### config.mk
export PLATFORM = sky130hd
export DESIGN_NAME = cpwm_top
export DESIGN_NICKNAME = d
export VERILOG_FILES = /design/src/rtl/cpwm_pkg.sv /design/src/rtl/cpwm_ctrl.sv /design/src/rtl/cpwm_dp.sv /design/src/rtl/cpwm_top.sv
export SDC_FILE = /design/constraint.sdc
export NUM_CORES = 1
export LEC_CHECK = 0
export ABC_AREA = 0
export BUFFER_PORTS_ARGS = -buffer_cell sky130_fd_sc_hd__buf_2
export CORE_MARGIN = 1
export CORE_UTILIZATION = 53
export DETAILED_ROUTE_END_ITERATION = 10
export GPL_TIMING_DRIVEN = 1
export MAX_ROUTING_LAYER = met4
export PLACE_DENSITY_LB_ADDON = 0.12
export SYNTH_ARGS = -nofsm -noshare
export SYNTH_HDL_FRONTEND = slang
export SYNTH_SLANG_ARGS = --single-unit
### constraint.sdc
create_clock -name clk -period 2.9 [get_ports clk]
set_input_delay 0.725 -clock clk [delete_from_list [all_inputs] [get_ports clk]]
set_output_delay 0.725 -clock clk [all_outputs]
set_load 0.005 [all_outputs]
### src/rtl/cpwm_pkg.sv
package cpwm_pkg;
  typedef struct packed {
    logic goActive;
    logic goIdle;
  } edgeStrb_t;
endpackage

### src/rtl/cpwm_ctrl.sv
module cpwm_ctrl #(
  parameter int CW = 8
) (
  input  logic                 clk,
  input  logic                 rstN,
  input  logic                 freeze,
  input  logic                 trailMode,
  input  logic [CW-1:0]        cntVal,
  input  logic                 cntUp,
  input  logic                 cycleStart,
  input  logic [CW-1:0]        dutyA,
  input  logic [CW-1:0]        deadB,
  input  logic                 anyForce,
  output cpwm_pkg::edgeStrb_t  strb
);
  logic          cycPar;
  logic          curCycle;
  logic [CW-1:0] pendCnt;
  logic          pendTag;
  logic          hit;
  logic          immHit;
  logic          dlyHit;
  logic          fireOk;

  // cycle index as seen by this edge: a boundary tick already belongs to the new cycle
  assign curCycle = cycleStart ? ~cycPar : cycPar;
  assign hit      = (cntVal == dutyA);
  assign immHit   = hit && (trailMode ? cntUp : !cntUp);
  assign dlyHit   = hit && (trailMode ? !cntUp : cntUp);
  assign fireOk   = (pendCnt == CW'(1)) && (pendTag == curCycle);

  always_comb begin
    strb = '0;
    if (!freeze) begin
      if (immHit) begin
        strb.goActive = trailMode;
        strb.goIdle   = !trailMode;
      end else if ((dlyHit && (deadB == '0)) || fireOk) begin
        strb.goActive = !trailMode;
        strb.goIdle   = trailMode;
      end
    end
  end

  always_ff @(posedge clk or negedge rstN) begin
    if (!rstN) begin
      cycPar  <= 1'b0;
      pendCnt <= '0;
      pendTag <= 1'b0;
    end else if (anyForce) begin
      pendCnt <= '0;
      if (!freeze && cycleStart) cycPar <= ~cycPar;
    end else if (!freeze) begin
      if (cycleStart) cycPar <= ~cycPar;
      if (immHit) begin
        pendCnt <= '0;
      end else if (dlyHit && (deadB != '0)) begin
        pendCnt <= deadB;
        pendTag <= curCycle;
      end else if (pendCnt != '0) begin
        pendCnt <= pendCnt - CW'(1);
      end
    end
  end
endmodule

### src/rtl/cpwm_dp.sv
module cpwm_dp (
  input  logic                clk,
  input  logic                rstN,
  input  cpwm_pkg::edgeStrb_t strb,
  input  logic                forceA,
  input  logic                forceB,
  input  logic                trailMode,
  input  logic                polHigh,
  output logic                activeLvl,
  output logic                pinOut
);
  logic nxtActive;

  always_comb begin
    if (forceA && forceB)  nxtActive = 1'b0;
    else if (forceA)       nxtActive = trailMode;
    else if (forceB)       nxtActive = !trailMode;
    else if (strb.goActive) nxtActive = 1'b1;
    else if (strb.goIdle)  nxtActive = 1'b0;
    else                   nxtActive = activeLvl;
  end

  always_ff @(posedge clk or negedge rstN) begin
    if (!rstN) activeLvl <= 1'b0;
    else       activeLvl <= nxtActive;
  end

  assign pinOut = ~(activeLvl ^ polHigh);
endmodule

### src/rtl/cpwm_top.sv
module cpwm_top #(
  parameter int CW = 8
) (
  input  logic          clk,
  input  logic          rstN,
  input  logic [CW-1:0] cntVal,
  input  logic          cntUp,
  input  logic          cycleStart,
  input  logic [CW-1:0] dutyA,
  input  logic [CW-1:0] deadB,
  input  logic          polHigh,
  input  logic          trailMode,
  input  logic          freeze,
  input  logic          forceA,
  input  logic          forceB,
  output logic          pinOut
);
  cpwm_pkg::edgeStrb_t strb;
  logic activeLvl;

  cpwm_ctrl #(.CW(CW)) u_ctrl (
    .clk(clk), .rstN(rstN), .freeze(freeze), .trailMode(trailMode),
    .cntVal(cntVal), .cntUp(cntUp), .cycleStart(cycleStart),
    .dutyA(dutyA), .deadB(deadB), .anyForce(forceA | forceB), .strb(strb)
  );

  cpwm_dp u_dp (
    .clk(clk), .rstN(rstN), .strb(strb), .forceA(forceA), .forceB(forceB),
    .trailMode(trailMode), .polHigh(polHigh), .activeLvl(activeLvl), .pinOut(pinOut)
  );
endmodule

After elaboration in Yosys (flattened, before gate mapping)
Cells that the tools add are included.
{"block": "word_totals", "register_bits": 11, "memories": 0, "mem_bits_rw": 0, "rom_bits": 0, "latch_bits": 0}
{"block": "op_classes", "eq_ne": 5, "order_cmp": 0, "n_mul": 0, "n_bitwise": 7, "div": 0, "reduce_logical": 19, "n_addsub": 1, "mux": 19, "n_shift": 0}
{"cell": "$mux 8", "n": 5}
{"cell": "$reduce_bool 8->1", "n": 2}
{"cell": "$mux 1", "n": 11}
{"cell": "$eq 8x1->1 const B", "n": 1}
{"cell": "$eq 8x8->1", "n": 1}
{"cell": "$logic_not 8->1", "n": 1}
{"cell": "$sub 8x1->8 const B", "n": 1}
{"cell": "$logic_and 1x1->1", "n": 7}
{"cell": "$mux 2", "n": 3}
{"cell": "$not 1->1", "n": 5}
{"cell": "$reduce_bool 5->1", "n": 1}
{"cell": "$reduce_and 2->1", "n": 2}
{"cell": "$reduce_and 4->1", "n": 1}
{"cell": "$reduce_bool 4->1", "n": 1}
{"cell": "$logic_not 1->1", "n": 3}
{"cell": "$ne 2x1->1 const B", "n": 1}
{"cell": "$ne 2x2->1 const B", "n": 1}
{"cell": "$eq 1x1->1", "n": 1}
{"cell": "$logic_or 1x1->1", "n": 1}
{"cell": "$or 1x1->1", "n": 1}
{"cell": "$xor 1x1->1", "n": 1}

Longest topological paths before layout
Gate-level depths: netlist of the first run.
{"block": "depth", "word_depth": 13, "mapped_depth": 7, "depth_no_buf": 7}

Cells and area by module
A second synthesis of the first run with hierarchy kept.
{"block": "hier_totals", "hier_cells": 116, "area_unflattened_um2": 1044.8}
{"module": "cpwm_ctrl", "cells_each": 109, "n_inst": 1, "area_each_um2": 978.4}
{"module": "cpwm_dp", "cells_each": 6, "n_inst": 1, "area_each_um2": 60.1}
{"module": "cpwm_top", "cells_each": 1, "n_inst": 1, "area_each_um2": 6.3}

Worst setup path before layout of the first run
OpenSTA, ideal clock, no wires.
{"block": "synth_path", "kind": "in2reg", "startpoint": "in dutyA[6]", "endpoint": "reg u_ctrl.pendTag", "arrival_time_ns": 2.058, "required_time_ns": 2.775, "path_stages": 5, "path_buffers": 0, "slack_ns": 0.717, "path_cell_list": "xor2_1 > nor4_4 > nand3_2 > nor2_1 > mux2_2"}
{"block": "synth_between", "elab_chain_cells": 4, "word_cells_on_any_way": 6}
{"element": "start, declared", "line": "cpwm_top.sv:9", "rtl": "input logic [CW-1:0] dutyA,"}
{"element": "$eq 8x8->1 (*)", "line": "cpwm_ctrl.sv:27", "rtl": "assign hit = (cntVal == dutyA);"}
{"element": "$logic_and 1x1->1 (on tied branches)", "line": "cpwm_ctrl.sv:29, cpwm_ctrl.sv:28"}
{"element": "$logic_and 1x1->1 / $not 1->1 (equally long branches)"}
{"element": "$reduce_and 4->1 (no line) (*)"}
{"element": "end signal, assigned", "line": "cpwm_ctrl.sv:59", "rtl": "pendTag <= curCycle;"}
{"element": "end, declared", "line": "cpwm_ctrl.sv:19", "rtl": "logic pendTag;"}
Every way passes the cells marked *; elsewhere a longest branch is shown, timed or not.
A chain may end at the register's enable or synchronous reset.

Final worst setup path of the first run
{"block": "layout_path", "startpoint": "reg u_ctrl.pendCnt[0]", "endpoint": "reg u_ctrl.pendCnt[6]"}
{"block": "layout_between", "elab_chain_cells": 6, "word_cells_on_any_way": 9}
{"element": "start, declared", "line": "cpwm_ctrl.sv:18", "rtl": "logic [CW-1:0] pendCnt;"}
{"element": "start signal, assigned", "line": "cpwm_ctrl.sv:61", "rtl": "pendCnt <= pendCnt - CW'(1);"}
{"element": "$sub 8x1->8", "line": "cpwm_ctrl.sv:61"}
{"element": "$mux 8", "line": "cpwm_ctrl.sv:60", "rtl": "end else if (pendCnt != '0) begin"}
{"element": "$mux 8", "line": "cpwm_ctrl.sv:57", "rtl": "end else if (dlyHit && (deadB != '0)) begin"}
{"element": "$mux 8", "line": "cpwm_ctrl.sv:55", "rtl": "if (immHit) begin"}
{"element": "$mux 8", "line": "cpwm_ctrl.sv:53", "rtl": "end else if (!freeze) begin"}
{"element": "$mux 8", "line": "cpwm_ctrl.sv:50", "rtl": "end else if (anyForce) begin"}
Several ways; a longest one is shown, not always the timed one. The select of a mux whose other input is x is not followed.

==> run_results.csv, run 1 <==
group,metric,value,unit
cts,cts-buffers-inserted,3,
grt,grt_pass1_wl,4.19,mm
sta,finalCritPeriodShare,0.810,
route,drt_iter0_markers,46,
worst_setup_path,crit_fanout,7,
final_layout,area.growth.synth_to_final,22.0,%
final_layout,final_cells,175,
floorplan,fp.dieW,45.9,um
place,dp.cells,171,
logic_synthesis,synth_top_cell_by_area,"dfrtp_1",
sta,fmax,426,MHz
logic_synthesis,yosysSeqAreaShare,0.269,
cts,cts.reportedPaths.clkPinSlew,90,ps
logic_synthesis,synthFlopType,"dfrtp_1",
sta,rsz0062_at_grt,"false",
worst_setup_path,crit_slowest_cell,"nor4b_1",
worst_setup_path,crit_path_max_incr_delay,640,ps
grt,grt_pass1_vias,983,
place,numPortBuffers,33,
logic_synthesis,synth_seq_cells,11,
place,post-dp-hpwl,1.98,mm
cts,clock_sinks,11,
sta,slew_headroom,0.483,
logic_synthesis,syn_area_per_cell,8.98,um^2
logic_synthesis,synth.most_common_cell,"dfrtp_1",
sta,finalHoldViolCount,0,
worst_setup_path,reg2reg_depth,7,
logic_synthesis,synth_cell_types,43,
floorplan,die_h,45.9,um
sta,tns,0,ps
logic_synthesis,synth-async-reset-ratio,1.00,
logic_synthesis,yosys.area.top_type_share,0.269,
worst_setup_path,end_kind,"flip-flop",
cts,cts.path.max_buffers,2,
min_path,hold_class,"input pin to asynchronous set/reset pin",
pwr,ir_drop,0.220,mV
route,drt-total-wl,2.62,mm
cts,cts_hold_buffers,0,
cts,cts_tree,"done",
final_layout,nets,186,
floorplan,initial_core_util,0.580,
cts,htreeDepth,1,
floorplan,rows,15,
logic_synthesis,ys_warn_count,0,
pwr,power.density,410,mW/mm^2
logic_synthesis,syn_inst,114,
sta,finalCriticalPeriod,2350,ps
sta,tightest_slew,764,ps
cts,cts-resized-gates,0,
worst_setup_path,cp.arrival,2480,ps
job,drv_cap,0,
grt,track_usage,0.295,
logic_synthesis,ys_top_cells_by_count,"11 x dfrtp_1, 10 x xor2_1, 7 x nand2_1, 7 x o21ai_0",
logic_synthesis,syn_nets,149,
cts,clock_latency,290,ps
route,via_per_inst,6.18,
final_layout,antenna_cells,0,
grt,antenna_found_initial,0,
sta,setup_viol,0,
sta,maxSlewViolCount,0,
pwr,leakage,0.587,nW
floorplan,core,0.00176,mm^2
grt,grt_max_degree,12,
route,vias,1082,
route,ant_nets,0,
logic_synthesis,syn_area,0.00102,mm^2
worst_setup_path,cp.required,3040,ps
route,firstDrtPassIters,4,
floorplan,die_area,0.00211,mm^2
sta,fin_skew,12.6,ps
worst_setup_path,worstSetupStartpointType,"flip-flop",
cts,cts_root_buffer,"clkbuf_4",
route,route.detailed.drc,0,
route,wire_per_inst,15.0,um
final_layout,final_layout_size_suffix_gt1_frac,0.313,
worst_setup_path,cp_cell_sequence,"inv_1 -> ha_1 -> nor4b_1 -> nand4_1 -> a31oi_1 -> a211o_1 -> o22ai_1",
logic_synthesis,ys_top_cells_by_area,"dfrtp_1 27%, xor2_1 8.6%, mux2i_1 4.9%, nor4_4 4.2%, o22ai_1 3.7%",
outcome,status,"complete, no violations",
cts,cts_setup_buffers,0,
place,place_congestion,0.929,
worst_setup_path,path_class,"flip-flop to flip-flop",
grt,grt_overflow_total,0,
logic_synthesis,synth-edff-count,0,
floorplan,pin_count,34,
==> logic make-up after synthesis <==
family,Yosys count,share of synthesized area
AND/OR/NAND/NOR,42,0.267
buffers and inverters,6,0.0232
multiplexers,6,0.0599
XOR/XNOR,14,0.133
AO/OA/AOI/OAI,33,0.224
flip-flops,11,0.269
adder cells (fa/ha/maj),2,0.0244
==> report_power, final <==
group / internal (W) / leakage (nW) / total (W) / switching (W)
logic: 0.000100 / 0.426 / 0.000200 / 0.0000996
clock network: 0.0000536 / 0.0150 / 0.000117 / 0.0000635
registers: 0.000171 / 0.147 / 0.000195 / 0.0000239
total: 0.000325 / 0.587 / 0.000512 / 0.000187
==> flip-flops by register name, summed over array words and instances, names as in the netlist <==
name and cells:
u_dp.activeLvl 1, u_ctrl.pendTag 1, u_ctrl.cycPar 1, u_ctrl.pendCnt 8
==> layout by cell type (no fill, tap or decap), types with 2 or more instances in the layout <==
cell type	Yosys	layout
nand3_1	3	3
buf_4	0	2
nand2_1	7	7
or3_1	4	4
nand2b_1	3	3
a21oi_1	2	2
dfrtp_1	11	11
xor2_1	10	10
nor4_4	2	2
xnor2_1	3	3
and2_1	2	2
o21ai_0	7	7
clkbuf_4	0	3
mux2i_1	5	5
a211o_1	3	3
o22ai_1	6	6
nor4b_1	2	2
ha_1	2	2
nor2_1	6	6
nor4_1	4	4
a31oi_1	5	5
buf_2	1	33
inv_1	3	3
==> worst max-delay path: cells and delay by family (launching register included) <==
family | cells | cell delay, ps
AOI/OAI and AO/OA | 3 | 620
adders and majority gates | 1 | 180
buffers and inverters | 1 | 110
DFF | 1 | 440
and+or+nand+nor | 2 | 840
==> per-stage QoR <==
| stage | hold WS (ps) | area (um^2) | power [W] | setup slack (ps) | util |
|---|---|---|---|---|---|
| floorplan | 429 | 1020 | 0.000329 | 717 | - |
| global placement | 508 | 1220 | 0.000385 | 473 | 0.693 |
| detailed placement | 518 | 1220 | 0.000393 | 388 | 0.693 |
| CTS | 307 | 1250 | 0.000508 | 629 | 0.708 |
| global route | 321 | 1250 | 0.000541 | 417 | 0.708 |
| finish | 292 | 1250 | 0.000512 | 552 | 0.708 |
==> layer usage <==
metal,global-route usage,wire [um],part of all wire,vias up
li1,-,-,-,511
met1,0.344,993,0.38,492
met2,0.473,1310,0.50,68
met3,0.0397,232,0.089,11
met4,0.182,87,0.033,0
met5,-,0,0,-
==> worst paths after layout <==
check	slack, ps	from	to
min in group clk	530	u_ctrl.pendTag$_DFFE_PN0P_	u_ctrl.pendTag$_DFFE_PN0P_
max	550	u_ctrl.pendCnt[0]$_DFFE_PN0P_	u_ctrl.pendCnt[6]$_DFFE_PN0P_
min	290	rstN	u_ctrl.pendCnt[5]$_DFFE_PN0P_
max in group asynchronous	2380	rstN	u_dp.activeLvl$_DFFE_PN0P_
min reg2reg	530	u_ctrl.pendTag$_DFFE_PN0P_	u_ctrl.pendTag$_DFFE_PN0P_
max reg2reg	550	u_ctrl.pendCnt[0]$_DFFE_PN0P_	u_ctrl.pendCnt[6]$_DFFE_PN0P_
==> layout make-up <==
cell class	count	area, um^2
inverters	3	11.3
repair buffers	35	180
clock buffers	4	26.3
well taps	25	31.3
multi-input cells	97	724
fillers	169	515
flip-flops and latches	11	275
Power figures use the tool's default switching activity.
==> run 2, diff against run 1 <==
--- a/config.mk
+++ b/config.mk
@@ -8,7 +8,7 @@
 export ABC_AREA = 0
 export BUFFER_PORTS_ARGS = -buffer_cell sky130_fd_sc_hd__buf_2
 export CORE_MARGIN = 1
-export CORE_UTILIZATION = 53
+export CORE_UTILIZATION = 50
 export DETAILED_ROUTE_END_ITERATION = 10
 export GPL_TIMING_DRIVEN = 1
 export MAX_ROUTING_LAYER = met4
==> constraint.sdc (replaced) <==
create_clock -name clk -period 2.2 [get_ports clk]
set_input_delay 0.55 -clock clk [delete_from_list [all_inputs] [get_ports clk]]
set_output_delay 0.55 -clock clk [all_outputs]
set_load 0.005 [all_outputs]
==> run_results.csv, run 2 (synthesis results as in run 1) <==
group,metric,value,unit
sta,finalCritPeriodShare,0.901,
cts,cts_root_buffer,"clkbuf_4",
route,wl_met3,128,um
route,route.detailed.drc,0,
route,dr_wl_met2,1.29,mm
cts,htreeDepth,1,
floorplan,fp.dieW,47.2,um
worst_setup_path,end_kind,"flip-flop",
route,wire_per_inst,13.9,um
pwr,leakage,0.627,nW
place,place_area,0.00128,mm^2
route,highest_layer,"met4",
floorplan,pin_count,34,
final_layout,nets,194,
outcome,status,"complete, no violations",
final_layout,layout_commonest_cell,"buf_2",
worst_setup_path,crit_fanout,7,
route,vias,1056,
sta,setup_viol,0,
final_layout,antenna_cells,0,
sta,finalCriticalPeriod,1980,ps
cts,clock_sinks,11,
cts,cts_setup_buffers,0,
floorplan,initial_core_util,0.527,
floorplan,core,0.00194,mm^2
final_layout,regMostFlops,"u_ctrl.pendCnt",
grt,antenna_found_initial,0,
sta,slew_headroom,0.676,
pwr,ir_drop,0.269,mV
grt,grt_overflow_total,0,
route,drt-total-wl,2.58,mm
sta,tns,0,ps
worst_setup_path,cp.arrival,2140,ps
route,firstDrtPassIters,4,
final_layout,regArea,275,um^2
cts,cts.reportedPaths.clkPinSlew,80,ps
cts,cts_tree,"done",
floorplan,rows,16,
final_layout,fin_area,0.00131,mm^2
route,via_per_inst,5.71,
worst_setup_path,worstSetupStartpointType,"flip-flop",
final_layout,final_layout_size_suffix_gt1_frac,0.348,
final_layout,area.growth.synth_to_final,28.1,%
route,ant_nets,0,
worst_setup_path,path_class,"flip-flop to flip-flop",
floorplan,die_area,0.00223,mm^2
cts,cts-buffers-inserted,3,
sta,fin_ws,219,ps
final_layout,largest_reg_flops,8,
floorplan,die_h,47.2,um
place,numPortBuffers,33,
place,dp_slack,96.9,ps
sta,fmax,505,MHz
cts,cts_hold_buffers,0,
sta,maxSlewViolCount,0,
grt,grt_max_degree,12,
cts,cts.path.max_buffers,2,
sta,fin_skew,0.715,ps
final_layout,multiInputGateArea,724,um^2
pwr,power.density,516,mW/mm^2
place,post-dp-hpwl,2.05,mm
final_layout,layout_common_cells,"33 x buf_2, 11 x dfrtp_1, 10 x xor2_1, 10 x buf_4",
min_path,hold_class,"input pin to asynchronous set/reset pin",
grt,track_usage,0.257,
route,drt-met1-wl,1.12,mm
place,place_congestion,0.913,
sta,rsz0062_at_grt,"false",
sta,tightest_slew,480,ps
sta,finalHoldViolCount,0,
final_layout,utilization,0.675,
grt,grt_pass1_wl,3.90,mm
cts,cts-resized-gates,0,
grt,grt_pass1_vias,899,
cts,clock_latency,280,ps
job,drv_cap,0,
worst_setup_path,cp.required,2360,ps
route,drt_iter0_markers,31,
final_layout,n_fill_cell,183,
run 2: changes by cell type in the layout (fill, tap and decap cells not counted), sizes merged:
cell,previous run,this run
buf,35,43
run 2: cell type report:
class / count / area share
multi-input cells: 97 / 0.552
flip-flops and latches: 11 / 0.210
repair buffers: 43 / 0.183
well taps: 27 / 0.0258
clock buffers: 4 / 0.0200
inverters: 3 / 0.00859
run 2: power by group:
group          internal [W]  switching (W)
Sequential         0.000225      0.0000271
Combinational      0.000146       0.000131
Clock             0.0000704      0.0000780
run 2: worst max-delay path: stages (launching register included):
cell and delay (ps):
dfrtp_1 380, inv_1 90, ha_1 200, nor4b_1 430, nand4_1 190, a31oi_1 170
a211o_1 260, o22ai_1 130
run 2: worst paths after layout:
kind	start	cells past startpoint	slack [ps]	endpoint
max	u_ctrl.pendCnt[0]$_DFFE_PN0P_	7	220	u_ctrl.pendCnt[3]$_DFFE_PN0P_
min	rstN	1	130	u_ctrl.pendCnt[6]$_DFFE_PN0P_
max reg2reg	u_ctrl.pendCnt[0]$_DFFE_PN0P_	7	220	u_ctrl.pendCnt[3]$_DFFE_PN0P_
min reg2reg	u_ctrl.pendTag$_DFFE_PN0P_	1	540	u_ctrl.pendTag$_DFFE_PN0P_
max in group asynchronous	rstN	1	1870	u_ctrl.pendTag$_DFFE_PN0P_
min in group clk	u_ctrl.pendTag$_DFFE_PN0P_	1	540	u_ctrl.pendTag$_DFFE_PN0P_
run 2: per-stage QoR:
step           hold slack, ps  total power (W)  std cells
6_report                  129         0.000677        185
5_1_grt                   158         0.000714        185
4_1_cts                   142         0.000675        185
3_5_place_dp              438         0.000531        181
3_3_place_gp              433         0.000523        181
2_1_floorplan             254         0.000434        114
run 2: metal layers:
metal | vias up | track usage
li1 | 525 | -
met1 | 473 | 0.309
met5 | - | -
met4 | 0 | 0.0914
met3 | 5 | 0.0269
met2 | 53 | 0.438
==> run 3, diff against run 2 <==
--- a/config.mk
+++ b/config.mk
@@ -5,10 +5,10 @@
 export SDC_FILE = /design/constraint.sdc
 export NUM_CORES = 1
 export LEC_CHECK = 0
-export ABC_AREA = 0
+export ABC_AREA = 1
 export BUFFER_PORTS_ARGS = -buffer_cell sky130_fd_sc_hd__buf_2
 export CORE_MARGIN = 1
-export CORE_UTILIZATION = 50
+export CORE_UTILIZATION = 51
 export DETAILED_ROUTE_END_ITERATION = 10
 export GPL_TIMING_DRIVEN = 1
 export MAX_ROUTING_LAYER = met4
==> run_results.csv, run 3 <==
group,metric,value,unit
outcome,status,"complete, no violations",
worst_setup_path,crit_slowest_cell,"nand4_4",
floorplan,die_area,0.00234,mm^2
cts,cts-buffers-inserted,3,
logic_synthesis,synth.most_common_cell,"nand2_1",
place,place_congestion,0.901,
worst_setup_path,timing.critical_path.buf_inv,2,
worst_setup_path,cp.arrival,1830,ps
final_layout,regMostFlops,"u_ctrl.pendCnt",
worst_setup_path,cp.required,2360,ps
worst_setup_path,crit_fanout,18,
logic_synthesis,synth_seq_cells,11,
worst_setup_path,r2r-start,"u_ctrl.pendCnt[0]$_DFFE_PN0P_",
cts,cts.reportedPaths.clkPinSlew,70,ps
grt,track_usage,0.237,
worst_setup_path,end_kind,"flip-flop",
sta,tns,0,ps
logic_synthesis,ys_top_cells_by_area,"dfrtp_1 25%, nand2_1 23%, nor2_1 9.6%, inv_1 8.2%, xnor2_1 5.6%",
final_layout,nets,248,
worst_setup_path,worstSetupStartpointType,"input pin",
cts,cts_setup_buffers,0,
grt,grt_pass1_vias,1110,
logic_synthesis,yosys.area.top_type_share,0.251,
grt,grt_pass1_wl,4.29,mm
final_layout,final_layout_size_suffix_gt1_frac,0.226,
route,firstDrtPassIters,4,
sta,rsz0062_at_grt,"false",
route,drt_iter0_markers,21,
grt,grt_max_degree,19,
worst_setup_path,crit_path_max_incr_delay,210,ps
logic_synthesis,synth_cell_types,21,
cts,cts.path.max_buffers,2,
sta,tightest_slew,495,ps
grt,antenna_found_initial,0,
grt,grt_overflow_total,0,
cts,clock_sinks,11,
logic_synthesis,syn_area_per_cell,6.19,um^2
cts,cts_tree,"done",
cts,cts_root_buffer,"clkbuf_4",
sta,maxSlewViolCount,0,
worst_setup_path,path_class,"input pin to flip-flop",
route,wire_per_inst,9.72,um
worst_setup_path,startpoint,"deadB[7]",
floorplan,fp.dieW,48.4,um
cts,cts_hold_buffers,0,
floorplan,die_h,48.4,um
logic_synthesis,syn_area,0.00110,mm^2
worst_setup_path,reg2reg_slack,550,ps
final_layout,regArea,275,um^2
sta,finalHoldViolCount,0,
logic_synthesis,synth-async-reset-ratio,1.00,
place,post-dp-hpwl,1.90,mm
logic_synthesis,synth_top_cell_by_area,"dfrtp_1",
worst_setup_path,reg2reg_depth,9,
final_layout,final_cells,239,
logic_synthesis,yosysSeqAreaShare,0.251,
final_layout,utilization,0.655,
final_layout,antenna_cells,0,
logic_synthesis,synth-edff-count,0,
cts,htreeDepth,1,
logic_synthesis,ys_top_cells_by_count,"67 x nand2_1, 28 x nor2_1, 24 x inv_1",
sta,finalCriticalPeriod,1670,ps
final_layout,multiInputGateArea,708,um^2
sta,slew_headroom,0.669,
worst_setup_path,cp_cell_sequence,"buf_2 -> nor2_1 -> nand2_1 -> nor2_1 -> inv_1 -> nand4_4 -> nand2_2 -> nor2_2 -> nor2_8 -> nand3_1 -> nand2_1",
pwr,power.density,604,mW/mm^2
final_layout,layout_common_cells,"67 x nand2_1, 33 x buf_2, 28 x nor2_1, 24 x inv_1, 12 x nand3_1",
route,ant_nets,0,
pwr,ir_drop,0.527,mV
floorplan,core,0.00198,mm^2
final_layout,n_fill_cell,189,
min_path,hold_class,"input pin to asynchronous set/reset pin",
cts,clock_latency,270,ps
floorplan,rows,16,
sta,finalCritPeriodShare,0.759,
logic_synthesis,syn_nets,212,
logic_synthesis,synthFlopType,"dfrtp_1",
logic_synthesis,syn_inst,177,
floorplan,initial_core_util,0.553,
sta,fin_skew,8.47,ps
final_layout,layout_commonest_cell,"nand2_1",
pwr,leakage,0.745,nW
route,route.detailed.drc,0,
cts,cts-resized-gates,0,
final_layout,area.growth.synth_to_final,18.5,%
worst_setup_path,reg2reg_to,"u_ctrl.pendCnt[5]$_DFFE_PN0P_",
place,dp.cells,235,
sta,hold_ws,125,ps
logic_synthesis,ys_warn_count,0,
sta,setup_viol,0,
floorplan,pin_count,34,
worst_setup_path,critPathTopFamily,"simple AND/OR/NAND/NOR gates",
job,drv_cap,0,
sta,fmax,599,MHz
route,drt-total-wl,2.32,mm
route,vias,1157,
final_layout,largest_reg_flops,8,
route,via_per_inst,4.84,
place,numPortBuffers,33,
run 3: metrics by stage:
| step | setup slack, ps | instance area [um^2] | power (W) |
|---|---|---|---|
| global placement | 295 | 1270 | 0.000638 |
| floorplan | 591 | 1100 | 0.000551 |
| finish | 529 | 1300 | 0.000785 |
| detailed placement | 254 | 1270 | 0.000645 |
| CTS | 539 | 1300 | 0.000789 |
| global route | 359 | 1300 | 0.000861 |
run 3: layout make-up:
cell class	count	area share
Multi-Input combinational cell	140	0.545
Sequential cell	11	0.212
Timing Repair Buffer	33	0.127
Inverter	24	0.0694
Tap cell	27	0.0260
Clock buffer	4	0.0202
run 3: kinds of logic (layout without fill, tap and decap cells):
logic type	count (synthesis)	count (layout)	share of synthesized area
and+or+nand+nor	120	120	0.495
xor gates and xnor gates	8	8	0.0639
adders and majority gates	2	2	0.0228
buffers and inverters	26	61	0.103
AOI/OAI and AO/OA	9	9	0.0548
DFF	11	11	0.251
muxes	1	1	0.00913
run 3: worst max path at each step:
stage	to	slack (ps)	cells after the start
final	u_ctrl.pendCnt[5]$_DFFE_PN0P_	530	11
after global routing	u_ctrl.pendCnt[5]$_DFFE_PN0P_	360	11
after CTS	u_ctrl.pendCnt[5]$_DFFE_PN0P_	540	11
after detailed placement	u_ctrl.pendCnt[5]$_DFFE_PN0P_	250	11
after global placement	u_ctrl.pendCnt[5]$_DFFE_PN0P_	300	11
after floorplan	u_dp.activeLvl$_DFFE_PN0P_	590	9
run 3: worst reg2reg max path, delay by kind of cell, from the launching register on:
family | cells | cell delay (ps)
simple gates | 7 | 790
flops | 1 | 430
fa+ha+maj | 1 | 230
buf+inv | 1 | 100
run 3: power by group:
group	total [W]	internal (W)	switching [W]
Clock	0.000139	0.0000703	0.0000685
Sequential	0.000272	0.000237	0.0000359
Combinational	0.000374	0.000157	0.000217
run 3: layer usage:
layer / GRT usage / vias up / routed length [um]
met5: - / - / 0
met4: 0.0686 / 0 / 26
met3: 0.0629 / 4 / 104
met2: 0.385 / 28 / 1140
met1: 0.289 / 513 / 1050
li1: - / 612 / -
